## src/rtl/bh_pkg.sv

```systemverilog
package bh_pkg;
   typedef enum logic {
      BH_OWNER  = 1'b0,
      BH_HANDED = 1'b1
   } bh_state_e;

   // true when an access does not block the handover this cycle
   function automatic logic bh_bus_free(input logic busy, input logic done);
      return !busy || done;
   endfunction
endpackage

```

## src/rtl/bh_req_sync.sv

```systemverilog
module bh_req_sync #(
   parameter int STAGES = 2
) (
   input  logic clk,
   input  logic rst_n,
   input  logic d_in,
   output logic q_out
);
   logic [STAGES-1:0] chain;

   generate
      for (genvar s = 0; s < STAGES; s++) begin : g_stage
         if (s == 0) begin : g_first
            always_ff @(posedge clk or negedge rst_n) begin
               if (!rst_n) chain[0] <= 1'b0;
               else        chain[0] <= d_in;
            end
         end else begin : g_next
            always_ff @(posedge clk or negedge rst_n) begin
               if (!rst_n) chain[s] <= 1'b0;
               else        chain[s] <= chain[s-1];
            end
         end
      end
   endgenerate

   assign q_out = chain[STAGES-1];
endmodule

```

## src/rtl/bh_grant_fsm.sv

```systemverilog
module bh_grant_fsm
   import bh_pkg::*;
(
   input  logic clk,
   input  logic rst_n,
   input  logic req_s,
   input  logic acc_busy,
   input  logic acc_done,
   output logic bus_grant,
   output logic drv_en
);
   bh_state_e state, state_nxt;

   always_comb begin
      state_nxt = state;
      unique case (state)
         BH_OWNER:  if (req_s && bh_bus_free(acc_busy, acc_done)) state_nxt = BH_HANDED;
         BH_HANDED: if (!req_s) state_nxt = BH_OWNER;
         default:   state_nxt = BH_OWNER;
      endcase
   end

   always_ff @(posedge clk or negedge rst_n) begin
      if (!rst_n) begin
         state     <= BH_OWNER;
         bus_grant <= 1'b0;
         drv_en    <= 1'b1;
      end else begin
         state     <= state_nxt;
         bus_grant <= (state_nxt == BH_HANDED);
         drv_en    <= (state_nxt == BH_OWNER);
      end
   end
endmodule

```

## src/rtl/bh_halt_ctrl.sv

```systemverilog
module bh_halt_ctrl #(
   parameter bit GO_MODE_EN = 1'b1
) (
   input  logic bus_grant,
   input  logic req_s,
   input  logic go_mode,
   input  logic acc_pending,
   output logic core_halt,
   output logic acc_allow
);
   // no new access once the request is seen or the bus is away
   assign acc_allow = !bus_grant && !req_s;

   generate
      if (GO_MODE_EN) begin : g_go
         assign core_halt = bus_grant && (!go_mode || acc_pending);
      end else begin : g_plain
         logic unused_go;
         assign unused_go = go_mode ^ acc_pending;
         assign core_halt = bus_grant;
      end
   endgenerate
endmodule

```

## src/rtl/bus_handover_ctrl.sv

```systemverilog
module bus_handover_ctrl #(
   parameter int SYNC_STAGES       = 2,
   parameter int MAX_ACCESS_CYCLES = 8,
   parameter bit GO_MODE_EN        = 1'b1
) (
   input  logic clk,
   input  logic rst_n,
   input  logic bus_req,
   input  logic acc_busy,
   input  logic acc_done,
   input  logic acc_pending,
   input  logic go_mode,
   output logic bus_grant,
   output logic drv_en,
   output logic core_halt,
   output logic acc_allow
);
   generate
      if (SYNC_STAGES < 2) begin : g_bad_sync
         $error("SYNC_STAGES must be at least 2");
      end
      if (MAX_ACCESS_CYCLES < 1) begin : g_bad_acc
         $error("MAX_ACCESS_CYCLES must be at least 1");
      end
   endgenerate

   logic req_s;

   bh_req_sync #(.STAGES(SYNC_STAGES)) u_sync (
      .clk   (clk),
      .rst_n (rst_n),
      .d_in  (bus_req),
      .q_out (req_s)
   );

   bh_grant_fsm u_fsm (
      .clk       (clk),
      .rst_n     (rst_n),
      .req_s     (req_s),
      .acc_busy  (acc_busy),
      .acc_done  (acc_done),
      .bus_grant (bus_grant),
      .drv_en    (drv_en)
   );

   bh_halt_ctrl #(.GO_MODE_EN(GO_MODE_EN)) u_halt (
      .bus_grant   (bus_grant),
      .req_s       (req_s),
      .go_mode     (go_mode),
      .acc_pending (acc_pending),
      .core_halt   (core_halt),
      .acc_allow   (acc_allow)
   );
endmodule

```

## config.mk

```make
export PLATFORM = sky130hd
export DESIGN_NAME = bus_handover_ctrl
export DESIGN_NICKNAME = d
export VERILOG_FILES = /design/src/rtl/bh_pkg.sv /design/src/rtl/bh_req_sync.sv /design/src/rtl/bh_grant_fsm.sv /design/src/rtl/bh_halt_ctrl.sv /design/src/rtl/bus_handover_ctrl.sv
export SDC_FILE = /design/constraint.sdc
export NUM_CORES = 1
export LEC_CHECK = 0
export ABC_AREA = 1
export BUFFER_PORTS_ARGS = -buffer_cell sky130_fd_sc_hd__clkbuf_2
export CAP_MARGIN = 0
export CORE_AREA = 3 3 40 42
export CTS_CLUSTER_DIAMETER = 50
export CTS_CLUSTER_SIZE = 8
export DETAILED_ROUTE_END_ITERATION = 12
export DIE_AREA = 0 0 43 45
export HOLD_SLACK_MARGIN = 0.12
export PLACE_DENSITY = 0.34
export SYNTH_ARGS = -nofsm -noshare
export SYNTH_HDL_FRONTEND = slang
export SYNTH_SLANG_ARGS = --single-unit
```

## constraint.sdc

```tcl
create_clock -name clk -period 0.8 [get_ports clk]
set_clock_uncertainty 0.15 [all_clocks]
set_input_delay 0.12 -clock clk [delete_from_list [all_inputs] [get_ports clk]]
set_output_delay 0.12 -clock clk [all_outputs]
set_load 0.1 [all_outputs]
```

# Yosys cells after proc, flatten, opt, wreduce, memory -nomap -nowiden
# Cells that the tools add are included.
[word_totals] register_bits=4 inputBits=7 out_inout_bits=4
[op_classes] n_mux=3 bitwise_logic=2 reduce_logical=9
[op_table] op="1-bit zero test" count=4
[op_table] op="1-bit logical AND" count=3
[op_table] op="1-bit logical OR" count=2
[op_table] op="1-bit two-way mux" count=2
[op_table] op="1-bit NOT" count=2
[op_table] op="1-bit case mux with 2 select lines" count=1

# Depth between registers and ports, before layout
[logic_depth] depth_word=6 depth_mapped=4 ltp_nobuf=4

# Hierarchy
# A second synthesis with hierarchy kept.
[unflattened] cells_unflattened=13 area_unflattened_um2=148.9
[by_module_without_submodules] mod="bh_grant_fsm" instances=1 cells_per_inst=7 area_per_inst_um2=78.8 seq_area_each_um2=51.3
[by_module_without_submodules] mod="bh_req_sync" instances=1 cells_per_inst=2 area_per_inst_um2=50.0 seq_area_each_um2=50.0
[by_module_without_submodules] mod="bh_halt_ctrl" instances=1 cells_per_inst=4 area_per_inst_um2=20.0 seq_area_each_um2=0.0

# Least setup slack after synthesis
# Ideal clock, no wire load.
[synth_timing] path_type="register -> output" from="register u_fsm.bus_grant" to="output core_halt" arrival_time_ns=2.507 t_required_ns=0.530 slack_ns=-1.977 path_stages_with_launch=3 cell_sequence="dfrtp_1 -> inv_2 -> a21oi_1"
[synth_via] elab_chain_cells=1
[synth_lines] item="start: declaration" line_no="bh_grant_fsm.sv:9" rtl="output logic bus_grant,"
[synth_lines] item="start signal: assignment" line_no="bh_grant_fsm.sv:30" rtl="bus_grant <= (state_nxt == BH_HANDED);"
[synth_lines] item="1-bit logical AND" line_no="bh_halt_ctrl.sv:16" rtl="assign core_halt = bus_grant && (!go_mode || acc_pending);"
[synth_lines] item="end: declaration" line_no="bus_handover_ctrl.sv:15" rtl="output logic core_halt,"
# No other way between the ends.

# Worst setup path after layout
# Same ends and word-level chain as after synthesis.

==> results.cfg <==
[setup_path]
worstPathMaxFanout = 3
cp.required_ns = 0.53
crit_chain = inv_4 -> a21oi_4 -> buf_12
cp_top_family = flip-flops
crit_path_top_delay_cell = dfrtp_4
arrival_ns = 1.03
slowest_delay_ns = 0.44
start_kind = flip-flop
crit_type = reg2out
critPathBufInv = 2
crit_path_end_kind = output port

[clocking]
cts_hold_buf = 2
cts_buffer_depth = 2
cts_tree = built
clk_latency_ns = 0.23
clkTransAtPathRegs_ns = 0.04
cts_root_buf = clkbuf_4
cts_sinks = 4
htree_num_levels = 1
cts_buffers = 3

[pwr]
total_power_w = 0.000740
leakage_nw = 0.182
ir_drop_mv = 0.572
powerDensity_mw_per_mm2 = 1950

[global_routing]
grt_pass1_vias = 174
grt-ovfl-total = 0
grt_use_total = 0.0443
grt_pass1_wl_um = 579
antenna_found_initial = 0
grt_start_max_net_pins = 5

[sta]
fmax_mhz = 770
rsz0062_at_grt = yes
fin_ws_ns = -0.499
worst_pin_slew_ns = 0.127
holdWs_ns = -0.0461
fin_crit_sh = 1.62
slew_headroom = 0.915
drv_slew = 0
tns_ns = -2.61
layout_min_cycle_time_ns = 1.30
finalHoldViolations = 1
finalSetupViolCount = 6

[flow_run]
drv_cap = 0

[floorplan]
core_sq_mm = 0.00128
die_w_um = 43
fp-row-count = 13
dieArea_sq_mm = 0.00194
start_util = 0.110
ios = 11
fp.dieH_um = 45

[detailed_routing]
drtIter0Drc = 0
routed_wl_um = 325
drt-vias-per-instance = 3.06
wl_per_cell_um = 6.91
route.met3.wl_um = 54
num_vias = 144
drc = 0
wl_met2_um = 158
top_layer_used = met3
wl_met1_um = 111
dr.pass1.iters = 1
final_antenna_net_count = 0

[cells_and_area]
diodes = 0
drive_gt1_frac = 0.781
nets = 40
fillers = 125
area_delta_synth_final_pct = 168
finish.instance_area_sq_um = 379

[placed_design]
io_buffer_count = 10
place_congestion = 0.651
dp_slack_ns = -0.277
post_dp_cell_area_sq_um = 314

[synthesis]
synth_top_cells_by_area = dfrtp_1 53%, dfstp_2 19%, nand3_2 7.1%, inv_1 5.3%, inv_2 5.3%
syn_avg_cell_area_sq_um = 11.8
yosysWarnings = 0
netlist_area_sq_um = 141
synth_top_area_share = 0.531
yosysTopAreaCell = dfrtp_1
synth_nets = 19
ys_seq_area_frac = 0.717
synth.distinct_cells = 8
synth_seq_cells = 4
netlist_instances = 12

[run_status]
violations = negative hold slack, negative setup slack
outcome = finished, violations left

[worst_hold_path]
hold_class = in2reg
## synthesized netlist by cell type
library cell / number
nand3_2: 1
dfrtp_1: 3
dfstp_2: 1
inv_2: 2
inv_1: 2
nand2_2: 1
a21oi_1: 1
nor2_1: 1
## what timing repair did
action	CTS	global route
endpoints found under the setup margin	6	6
endpoints found under the hold margin	7	5
cloned	0	0
pin swaps	1	0
gates resized for setup	1	0
buffers inserted	1	1
## path summary, 6_finish.rpt
| kind | depth (start not counted) | end | from | slack (ns) |
|---|---|---|---|---|
| setup reg to reg | 6 | u_fsm.bus_grant | u_fsm.bus_grant | -0.37 |
| hold / removal | 3 | u_fsm.drv_en | acc_busy | -0.05 |
| max in group asynchronous | 2 | u_fsm.drv_en | rst_n | 0.23 |
| min in group asynchronous | 2 | u_sync.q_out | rst_n | 0.07 |
| setup / recovery | 3 | core_halt | u_fsm.bus_grant | -0.50 |
| hold reg to reg | 0 | u_sync.q_out | u_sync.chain[0] | 0.19 |
## kinds of logic (layout without fill, tap and decap cells)
group	after synthesis	in the layout	synth area share
flops	4	4	0.717
buf+inv	4	24	0.106
simple gates	3	3	0.142
compound gates	1	1	0.0354
## state kept, by name, indices dropped and copies added (netlist names)
signal           count
u_sync.chain         1
u_sync.q_out         1
u_fsm.drv_en         1
u_fsm.bus_grant      1
## layout by cell type (no fill, tap or decap)
| master | n |
|---|---|
| a21oi_4 | 1 |
| buf_12 | 4 |
| buf_4 | 3 |
| buf_6 | 1 |
| clkbuf_1 | 1 |
| clkbuf_2 | 6 |
| clkbuf_4 | 3 |
| dfrtp_1 | 2 |
| dfrtp_4 | 1 |
| dfstp_4 | 1 |
| dlygate4sd3_1 | 2 |
| inv_1 | 2 |
| inv_2 | 1 |
| inv_4 | 1 |
| nand2_2 | 1 |
| nand3_2 | 1 |
| nor2_4 | 1 |
## routing by layer
metal	up-vias	GRT usage
met3	0	0.0199
met5	-	0
met1	61	0.0341
met4	0	0.0723
met2	10	0.0659
li1	73	-
## stage by stage
stage | util | instances | hold slack [ns]
after global placement | 0.244 | 39 | -0.224
after CTS | 0.289 | 46 | -0.0456
final | 0.295 | 47 | -0.0461
after detailed placement | 0.244 | 39 | -0.219
after floorplan | - | 12 | -0.326
after global routing | 0.295 | 47 | -0.0312
## worst register-to-register path, cell delays in order, from the launching register on
cell	delay, ns
dfrtp_4	0.50
inv_4	0.07
buf_4	0.09
buf_4	0.09
nand3_2	0.05
nand2_2	0.08
inv_2	0.03
## layout make-up
class	count	area (sq um)	share of cell area
Clock buffer	4	26.3	0.0693
Sequential cell	4	109	0.287
Tap cell	15	18.8	0.0495
Inverter	4	17.5	0.0462
Multi-Input combinational cell	4	43.8	0.116
Timing Repair Buffer	16	164	0.432
## power breakdown
part           switching [W]  internal [W]  leakage (nW)  total, W
clock network      0.0000815      0.000187        0.0150  0.000269
logic               0.000139     0.0000976         0.121  0.000237
registers          0.0000126      0.000222        0.0451  0.000235
total               0.000233      0.000507         0.182  0.000740
Note: power is estimated with default switching activity, not from simulation.
